`src/rtl/nt_sram_pkg.sv`:
```
package nt_sram_pkg;

    typedef enum logic [1:0] {
        OP_IDLE  = 2'd0,
        OP_READ  = 2'd1,
        OP_WRITE = 2'd2
    } op_kind_e;

    // low address bits of a burst beat: linear adds, interleaved flips
    function automatic logic [1:0] burst_low(input logic [1:0] base,
                                             input logic [1:0] step,
                                             input logic       linear);
        return linear ? (base + step) : (base ^ step);
    endfunction

endpackage

```
`src/rtl/nt_sram_burst.sv`:
```
module nt_sram_burst import nt_sram_pkg::*; #(
    parameter int AW    = 6,
    parameter int LANES = 4
) (
    input  logic             clk,
    input  logic             rst_n,
    input  logic             clk_en,
    input  logic             ce0_n,
    input  logic             ce1,
    input  logic             ce2_n,
    input  logic             we_n,
    input  logic             adv,
    input  logic [LANES-1:0] bw_n,
    input  logic             lin_order,
    input  logic [AW-1:0]    addr,
    output op_kind_e         cur_kind,
    output logic [AW-1:0]    cur_addr,
    output logic [LANES-1:0] cur_be
);

    typedef struct packed {
        op_kind_e      kind;
        logic [AW-1:0] base;
        logic [1:0]    cnt;
    } burst_t;

    burst_t st_d, st_q;
    logic   sel;
    logic [1:0] step;

    always_comb begin
        st_d     = st_q;
        sel      = !ce0_n && ce1 && !ce2_n;
        step     = st_q.cnt + 2'd1;
        cur_be   = ~bw_n;
        if (!adv) begin
            cur_kind = sel ? (we_n ? OP_READ : OP_WRITE) : OP_IDLE;
            cur_addr = addr;
            st_d.kind = cur_kind;
            st_d.base = addr;
            st_d.cnt  = 2'd0;
        end else begin
            cur_kind = st_q.kind;
            cur_addr = {st_q.base[AW-1:2], burst_low(st_q.base[1:0], step, lin_order)};
            st_d.cnt = step;
        end
        if (!clk_en) begin
            st_d = st_q;
        end
    end

    always_ff @(posedge clk or negedge rst_n) begin
        if (!rst_n) begin
            st_q <= '{kind: OP_IDLE, base: '0, cnt: 2'd0};
        end else begin
            st_q <= st_d;
        end
    end

endmodule

```
`src/rtl/nt_sram_wpipe.sv`:
```
module nt_sram_wpipe import nt_sram_pkg::*; #(
    parameter int AW    = 6,
    parameter int LANES = 4
) (
    input  logic             clk,
    input  logic             rst_n,
    input  logic             clk_en,
    input  op_kind_e         cur_kind,
    input  logic [AW-1:0]    cur_addr,
    input  logic [LANES-1:0] cur_be,
    output op_kind_e         s1_kind,
    output logic [AW-1:0]    s1_addr,
    output op_kind_e         s2_kind,
    output logic [AW-1:0]    s2_addr,
    output logic [LANES-1:0] s2_be
);

    typedef struct packed {
        op_kind_e         kind;
        logic [AW-1:0]    addr;
        logic [LANES-1:0] be;
    } stage_t;

    typedef struct packed {
        stage_t s1;
        stage_t s2;
    } pipe_t;

    pipe_t pp_d, pp_q;

    always_comb begin
        pp_d = pp_q;
        if (clk_en) begin
            pp_d.s2 = pp_q.s1;
            pp_d.s1 = '{kind: cur_kind, addr: cur_addr, be: cur_be};
        end
    end

    always_ff @(posedge clk or negedge rst_n) begin
        if (!rst_n) begin
            pp_q.s1 <= '{kind: OP_IDLE, addr: '0, be: '0};
            pp_q.s2 <= '{kind: OP_IDLE, addr: '0, be: '0};
        end else begin
            pp_q <= pp_d;
        end
    end

    assign s1_kind = pp_q.s1.kind;
    assign s1_addr = pp_q.s1.addr;
    assign s2_kind = pp_q.s2.kind;
    assign s2_addr = pp_q.s2.addr;
    assign s2_be   = pp_q.s2.be;

endmodule

```
`src/rtl/nt_sram_array.sv`:
```
module nt_sram_array #(
    parameter int AW     = 6,
    parameter int LANES  = 4,
    parameter int LANE_W = 9,
    localparam int DEPTH = 1 << AW,
    localparam int DW    = LANES * LANE_W
) (
    input  logic             clk,
    input  logic             rst_n,
    input  logic             we,
    input  logic [AW-1:0]    waddr,
    input  logic [LANES-1:0] wbe,
    input  logic [DW-1:0]    wdata,
    input  logic [AW-1:0]    raddr,
    output logic [DW-1:0]    rdata
);

    for (genvar l = 0; l < LANES; l++) begin : g_lane
        logic [LANE_W-1:0] cell_d [DEPTH];
        logic [LANE_W-1:0] cell_q [DEPTH];

        always_comb begin
            cell_d = cell_q;
            if (we && wbe[l]) begin
                cell_d[waddr] = wdata[l*LANE_W +: LANE_W];
            end
        end

        always_ff @(posedge clk or negedge rst_n) begin
            if (!rst_n) begin
                for (int i = 0; i < DEPTH; i++) begin
                    cell_q[i] <= '0;
                end
            end else begin
                cell_q <= cell_d;
            end
        end

        assign rdata[l*LANE_W +: LANE_W] = cell_q[raddr];
    end

endmodule

```
`src/rtl/nt_sram_rdout.sv`:
```
module nt_sram_rdout #(
    parameter int LANES  = 4,
    parameter int LANE_W = 9,
    localparam int DW    = LANES * LANE_W
) (
    input  logic             clk,
    input  logic             rst_n,
    input  logic             clk_en,
    input  logic             rd_req,
    input  logic [DW-1:0]    arr_word,
    input  logic             fwd_hit,
    input  logic [LANES-1:0] fwd_be,
    input  logic [DW-1:0]    fwd_data,
    output logic [DW-1:0]    word_q,
    output logic             drive_q
);

    typedef struct packed {
        logic          drive;
        logic [DW-1:0] word;
    } out_t;

    out_t o_d, o_q;
    logic [DW-1:0] merged;

    always_comb begin
        for (int l = 0; l < LANES; l++) begin
            merged[l*LANE_W +: LANE_W] = (fwd_hit && fwd_be[l]) ?
                fwd_data[l*LANE_W +: LANE_W] : arr_word[l*LANE_W +: LANE_W];
        end
        o_d = o_q;
        if (clk_en) begin
            o_d.drive = rd_req;
            if (rd_req) begin
                o_d.word = merged;
            end
        end
    end

    always_ff @(posedge clk or negedge rst_n) begin
        if (!rst_n) begin
            o_q <= '{drive: 1'b0, word: '0};
        end else begin
            o_q <= o_d;
        end
    end

    assign word_q  = o_q.word;
    assign drive_q = o_q.drive;

endmodule

```
`src/rtl/nt_sram.sv`:
```
module nt_sram import nt_sram_pkg::*; #(
    parameter int AW     = 6,
    parameter int LANES  = 4,
    parameter int LANE_W = 9,
    localparam int DW    = LANES * LANE_W
) (
    input  logic             clk,
    input  logic             rst_n,
    input  logic             clk_en,
    input  logic             ce0_n,
    input  logic             ce1,
    input  logic             ce2_n,
    input  logic             we_n,
    input  logic             adv,
    input  logic [LANES-1:0] bw_n,
    input  logic             lin_order,
    input  logic [AW-1:0]    addr,
    input  logic             oe_n,
    input  logic [DW-1:0]    dq_in,
    output logic [DW-1:0]    dq_out,
    output logic             dq_oe
);

    op_kind_e         cur_kind;
    logic [AW-1:0]    cur_addr;
    logic [LANES-1:0] cur_be;
    op_kind_e         s1_kind;
    logic [AW-1:0]    s1_addr;
    op_kind_e         s2_kind;
    logic [AW-1:0]    s2_addr;
    logic [LANES-1:0] s2_be;
    logic             arr_we;
    logic [DW-1:0]    arr_word;
    logic             fwd_hit;
    logic             rd_drive;

    nt_sram_burst #(.AW(AW), .LANES(LANES)) u_burst (
        .clk      (clk),
        .rst_n    (rst_n),
        .clk_en   (clk_en),
        .ce0_n    (ce0_n),
        .ce1      (ce1),
        .ce2_n    (ce2_n),
        .we_n     (we_n),
        .adv      (adv),
        .bw_n     (bw_n),
        .lin_order(lin_order),
        .addr     (addr),
        .cur_kind (cur_kind),
        .cur_addr (cur_addr),
        .cur_be   (cur_be)
    );

    nt_sram_wpipe #(.AW(AW), .LANES(LANES)) u_wpipe (
        .clk     (clk),
        .rst_n   (rst_n),
        .clk_en  (clk_en),
        .cur_kind(cur_kind),
        .cur_addr(cur_addr),
        .cur_be  (cur_be),
        .s1_kind (s1_kind),
        .s1_addr (s1_addr),
        .s2_kind (s2_kind),
        .s2_addr (s2_addr),
        .s2_be   (s2_be)
    );

    // the oldest stage owns this cycle's bus data when it is a write
    assign arr_we  = clk_en && (s2_kind == OP_WRITE);
    assign fwd_hit = (s2_kind == OP_WRITE) && (s2_addr == s1_addr);

    nt_sram_array #(.AW(AW), .LANES(LANES), .LANE_W(LANE_W)) u_array (
        .clk  (clk),
        .rst_n(rst_n),
        .we   (arr_we),
        .waddr(s2_addr),
        .wbe  (s2_be),
        .wdata(dq_in),
        .raddr(s1_addr),
        .rdata(arr_word)
    );

    nt_sram_rdout #(.LANES(LANES), .LANE_W(LANE_W)) u_rdout (
        .clk     (clk),
        .rst_n   (rst_n),
        .clk_en  (clk_en),
        .rd_req  (s1_kind == OP_READ),
        .arr_word(arr_word),
        .fwd_hit (fwd_hit),
        .fwd_be  (s2_be),
        .fwd_data(dq_in),
        .word_q  (dq_out),
        .drive_q (rd_drive)
    );

    assign dq_oe = rd_drive && !oe_n;

endmodule

```
`config.mk`:
```
export PLATFORM = sky130hd
export DESIGN_NAME = nt_sram
export DESIGN_NICKNAME = d
export VERILOG_FILES = /design/src/rtl/nt_sram_pkg.sv /design/src/rtl/nt_sram_burst.sv /design/src/rtl/nt_sram_wpipe.sv /design/src/rtl/nt_sram_array.sv /design/src/rtl/nt_sram_rdout.sv /design/src/rtl/nt_sram.sv
export SDC_FILE = /design/constraint.sdc
export NUM_CORES = 2
export LEC_CHECK = 0
export ABC_CLOCK_PERIOD_IN_PS = 3030
export BUFFER_PORTS_ARGS = -buffer_cell sky130_fd_sc_hd__buf_2
export CAP_MARGIN = 30
export CORE_MARGIN = 5
export CORE_UTILIZATION = 61
export CTS_CLUSTER_SIZE = 25
export DETAILED_ROUTE_END_ITERATION = 10
export PLACE_DENSITY = 0.77
export SETUP_SLACK_MARGIN = 0.2
export SKIP_LAST_GASP = 1
export SYNTH_ARGS = -nofsm -noshare
export SYNTH_HDL_FRONTEND = slang
export SYNTH_HIERARCHICAL = 1
export SYNTH_SLANG_ARGS = --single-unit
```
`constraint.sdc`:
```
create_clock -name clk -period 3.03 [get_ports clk]
set_input_delay 0.1515 -clock clk [delete_from_list [all_inputs] [get_ports clk]]
set_output_delay 0.1515 -clock clk [all_outputs]
set_load 0.02 [all_outputs]
```
Yosys cells after proc, flatten, opt, wreduce, memory -nomap -nowiden
Cells that the tools add are included.
- flip-flop bits (word level): 2375
- input bits: 56
- output and inout bits: 37
- add/subtract/negate cells: 2
- $lt $le $gt $ge: 3
- equality and inequality tests: 3
- multiplexer cells: 28
- bitwise gates (word level): 5
- reduce and logical (&&, ||, !) cells: 19
- operators by type and width (operator ; count):
    bitwise mux 576 bit ; 4
    binary-select mux 9 bit (select 6 bit) ; 4
    two-way mux 9 bit ; 13
    demux 9 bit (select 6 bit) ; 1
    greater-or-equal comparator 7 bit (second input constant) ; 2
    logical AND 1 bit ; 14
    inverter 6 -> 7 bit ; 2
    two-way mux 2 bit ; 5
    < comparator 7 x 1 -> 1 bit (second input constant) ; 1
    == test 6 bit ; 1
    two-way mux 6 bit ; 1
    inverter 4 bit ; 1
    AND reduction 2 bit ; 2
    logical NOT 1 bit ; 3
    adder 2 x 1 -> 2 bit (second input constant) ; 1
    adder 2 bit ; 1
    == test 2 x 1 -> 1 bit (second input constant) ; 1
    == test 2 bit (second input constant) ; 1
    bitwise XOR 2 bit ; 1
    inverter 1 bit ; 1

Longest topological paths before layout
- depth after elaboration: 6
- depth in mapped cells: 13
- gate-level depth less buffers: 7

Hierarchy
Netlist, hierarchy kept.
- by module, submodules not included (module ; instances ; cells an instance ; area each (sq um) ; seq. area each (sq um)):
    nt_sram_array ; 1 ; 6597 ; 104629.1 ; 57655.3
    nt_sram_rdout ; 1 ; 211 ; 2117.0 ; 925.9
    nt_sram_wpipe ; 1 ; 71 ; 1147.4 ; 600.6
    nt_sram_burst ; 1 ; 52 ; 580.6 ; 250.2
    nt_sram ; 1 ; 12 ; 96.3 ; 0.0

Worst setup path after synthesis
OpenSTA, ideal clock, no wires.
- path kind: register to register
- from: register u_wpipe.pp_q (netlist bit u_wpipe/s1_addr[0])
- to: register u_rdout.o_q (netlist bit u_rdout/word_q[10])
- setup time: 0.082 ns
- arrival time: 2.277 ns
- slack: 0.671 ns
- stages on the path, launching flop included: 13
- buffers on the path: 6
- period minus slack after synthesis: 2.359 ns
- path through: dfrtp_1 -> buf_4 -> buf_6 -> buf_12 -> buf_6 -> buf_6 -> and2_1 -> buf_2 -> a221oi_1 -> o21ai_0 -> a221oi_1 -> a21bo_1 -> a31oi_1
- cells in the longest elaborated chain, start to end: 5
- elaborated cells between the ends (all ways): 8
- RTL lines (element ; line ; text):
    start: declaration ; nt_sram_wpipe.sv:29 ; pipe_t pp_d, pp_q;
    start signal: assignment ; nt_sram_wpipe.sv:44 ; pp_q <= pp_d;
    inverter 6 -> 7 bit (implied by the code) ; nt_sram_array.sv:39 ; assign rdata[l*LANE_W +: LANE_W] = cell_q[raddr];
    binary-select mux 9 bit (select 6 bit) ; nt_sram_array.sv:39 ;
    two-way mux 9 bit (implied by the code) (2 in series) ; nt_sram_array.sv:39 ;
    named net arr_word[10] ; nt_sram.sv:33 ; logic [DW-1:0] arr_word;
    two-way mux 9 bit ; nt_sram_rdout.sv:28 ; merged[l*LANE_W +: LANE_W] = (fwd_hit && fwd_be[l]) ?
    end signal: assignment ; nt_sram_rdout.sv:42 ; o_q <= '{drive: 1'b0, word: '0};
    end: declaration ; nt_sram_rdout.sv:23 ; out_t o_d, o_q;
The timed path passes the listed nets, and every way through them passes these cells. The select of a mux whose other input is x is not followed.
A chain may end at the register's enable or synchronous reset.

Final worst setup path
- from: register u_wpipe.pp_q (netlist bit u_wpipe/s1_addr[0])
- to: register u_rdout.o_q (netlist bit u_rdout/word_q[28])
Same word-level chain as after synthesis.

==> flow_metrics.env <==
export IMPL_start_kind="flip-flop"
export IMPL_synth_edff_count=0
export IMPL_crit_chain="buf_6, buf_4, clkbuf_16, buf_4, mux4_2, o22ai_1, nor4_1, o22a_1, a21bo_1, a31oi_1"
export IMPL_die_x_um=432
export IMPL_grt_pass1_wl_mm=481
export IMPL_synth_distinct_cells=63
export IMPL_drv_slew=0
export IMPL_seq_area_frac_synth=0.547
export IMPL_wl_per_cell_um=32.3
export IMPL_drtAntennaViolNets=0
export IMPL_drive_above_1_share=0.573
export IMPL_core_area_um2=177000
export IMPL_gp_congestion=0.973
export IMPL_required_ns=3.81
export IMPL_synth_area_leaders="dfrtp_1 (55%), mux2_2 (24%), mux4_2 (12%)"
export IMPL_clockBufferDepth=3
export IMPL_grt_usage=0.349
export IMPL_synth_nets=7000
export IMPL_cp_startpoint="u_wpipe/s1_addr[0]"
export IMPL_io_buffer_count=92
export IMPL_cp_end_kind="flip-flop"
export IMPL_synth_top_area_frac=0.547
export IMPL_cts_tree="built"
export IMPL_pin_count=93
export IMPL_antenna_found_initial=18
export IMPL_whs_ns=0.0391
export IMPL_cp_slowest_cell="nor4_1"
export IMPL_fin_crit_sh=0.963
export IMPL_r2r_end="u_rdout/word_q[28]"
export IMPL_rsz0062_at_grt="yes"
export IMPL_use_met3=0.108
export IMPL_r2r_start="u_wpipe/s1_addr[0]"
export IMPL_avgViaCountPerCell=6.72
export IMPL_final_nets=7563
export IMPL_firstDrtPassIters=8
export IMPL_synthTopCellsByCount="dfrtp_1 (2,375), mux2_2 (2,319), mux4_2 (559), clkbuf_1 (281), nor2_2 (196)"
export IMPL_syn_area_um2=109000
export IMPL_endpoint="u_rdout/word_q[28]"
export IMPL_post_dp_cell_area_um2=115000
export IMPL_cp_data_arrival_time_ns=3.70
export IMPL_cp_top_family="compound AO/OA/AOI/OAI gates"
export IMPL_grt_max_degree=140
export IMPL_worst_path_buf_inv=4
export IMPL_tightest_slew_ns=1.05
export IMPL_fin_tns_setup_ns=0
export IMPL_slew_limit_headroom=0.301
export IMPL_syn_avg_cell_area_um2=15.6
export IMPL_period_minus_slack_ns=2.92
export IMPL_drtIter0Drc=6411
export IMPL_cap_violations=0
export IMPL_async_flop_share=1.00
export IMPL_skew_ns=0.0420
export IMPL_slowest_delay_ns=0.61
export IMPL_cts_buffers_inserted=235
export IMPL_initial_core_util=0.614
export IMPL_rows=154
export IMPL_yosys_area_top_type="dfrtp_1"
export IMPL_reg2reg_depth=10
export IMPL_cts_root_buf="clkbuf_16"
export IMPL_hold_viol_final=0
export IMPL_clk_latency_ns=0.88
export IMPL_cp_depth=10
export IMPL_path_clk_slew_ns=0.07
export IMPL_p_total_mw=77.4
export IMPL_final_cells=10058
export IMPL_synth_ff_type="dfrtp_1"
export IMPL_hold_path_class="input pin to flip-flop"
export IMPL_drc=0
export IMPL_wirelength_mm=325
export IMPL_leakagePower_nw=60.7
export IMPL_die_height_um=432
export IMPL_max_clock_freq_mhz=343
export IMPL_setup_viol=0
export IMPL_place_ws_ns=-0.199
export IMPL_vias=67607
export IMPL_clkSinkCount=2375
export IMPL_path_class="flip-flop to flip-flop"
export IMPL_post_synth_top_count_cell="dfrtp_1"
export IMPL_ir_drop_v=0.000511
export IMPL_post_route_util=0.711
export IMPL_grt_busiest_layer="met2"
export IMPL_synthCells=6943
export IMPL_outcome="complete, no violations"
export IMPL_dieArea_um2=187000
export IMPL_dpl_cell_count=9476
export IMPL_worst_path_max_fanout=7
export IMPL_synth_seq_cells=2375
export IMPL_setup_slack_ns=0.112
export IMPL_grt_use_met1=0.482
export IMPL_dp_hpwl_mm=218
export IMPL_crit_top_cell="buf_4"
export IMPL_final_cell_area_um2=126000
export IMPL_grt_pass1_vias=70726
export IMPL_powerDensity_nw_per_um2=616
export IMPL_rrSetupSlack_ns=0.11
export IMPL_htree_levels=4
export IMPL_yosys_warnings=6
export IMPL_grt_overflow_total=0
export IMPL_grt_met2_usage=0.508
export IMPL_syn_to_final_growth_pct=15.7
## worst min-delay path by stage
stage          startpoint                             to  slack [ns]  cells past startpoint
2_1_floorplan       rst_n    u_array/g_lane[0].cell_q[0]       -0.14                      0
3_3_place_gp        rst_n  u_array/g_lane[1].cell_q[279]        0.14                      1
3_5_place_dp        rst_n  u_array/g_lane[1].cell_q[279]        0.14                      1
4_1_cts         lin_order             u_wpipe/s1_addr[1]       0.003                      5
5_1_grt           addr[2]                u_burst/st_q[4]        0.04                      3
6_report         dq_in[0]              u_rdout/word_q[0]        0.04                      4
## placed cells by master (no fill, tap or decap), types with 61 or more instances in the layout
cell and count:
buf_12 93, clkbuf_16 250, dfrtp_1 2369, clkbuf_1 71, a21oi_1 61, mux2i_1 67, mux2_2 2318, buf_4 580
nand2_1 123, buf_2 91, o22ai_1 115, mux4_2 559, nor2_2 199, clkbuf_8 63
## state kept, by name (all words and copies together), names as in the netlist
signal / flops
u_rdout/drive_q: 1
u_wpipe/s1_addr: 6
u_wpipe/s2_be: 4
u_array/g_lane.cell_q: 2304
u_burst/st_q: 10
u_wpipe/s2_kind: 2
u_rdout/word_q: 36
u_wpipe/s1_kind: 2
u_wpipe/pp_q: 4
u_wpipe/s2_addr: 6
## worst reg2reg max path, delay by kind of cell (launching register included)
kind	cells	cell delay, ns
buf+inv	4	0.67
simple gates	1	0.61
mux	1	0.33
compound gates	4	0.66
flops	1	0.55
## report_power, final
group          leakage [nW]  total, mW  switching [mW]  internal (mW)
Clock                  3.91       29.8            12.5           17.3
Sequential             33.0       33.7            1.03           32.7
Combinational          23.8       13.9            8.18           5.72
Total                  60.7       77.4            21.7           55.7
## cell type report
class | count | area (um2)
antenna | 12 | 30.0
clock buffer | 374 | 7140
clock inverter | 63 | 813
fill | 11134 | 51100
inverter | 9 | 33.8
multi-input combinational | 4015 | 46900
sequential | 2375 | 59500
tap | 2340 | 2930
timing repair buffer | 870 | 8280
## cell families (layout without fill, tap and decap cells)
family	after synthesis	after routing	share of synthesized area
fa+ha+maj	1	1	0.000115
mux	2986	2986	0.368
simple gates	552	552	0.0276
flops	2375	2375	0.547
xor+xnor	8	8	0.000772
other cells	0	12	0
buf+inv	553	1316	0.0260
compound gates	468	468	0.0303
## routing by layer
layer | wire [um] | share of wire
met1 | 126000 | 0.39
met2 | 144000 | 0.44
met3 | 35200 | 0.11
met4 | 19500 | 0.060
met5 | 120 | 0.00037
## repair_timing
| item | in CTS | in global routing |
|---|---|---|
| endpoints found under the setup margin | 34 | 217 |
| buffers inserted | 10 | 52 |
| hold endpoints to repair | 2376 | 118 |
| cloned | 3 | 11 |
| pin swaps | 0 | 10 |
| gates resized for setup | 45 | 109 |
| hold buffers | 53 | 2 |
Power figures use the tool's default switching activity.
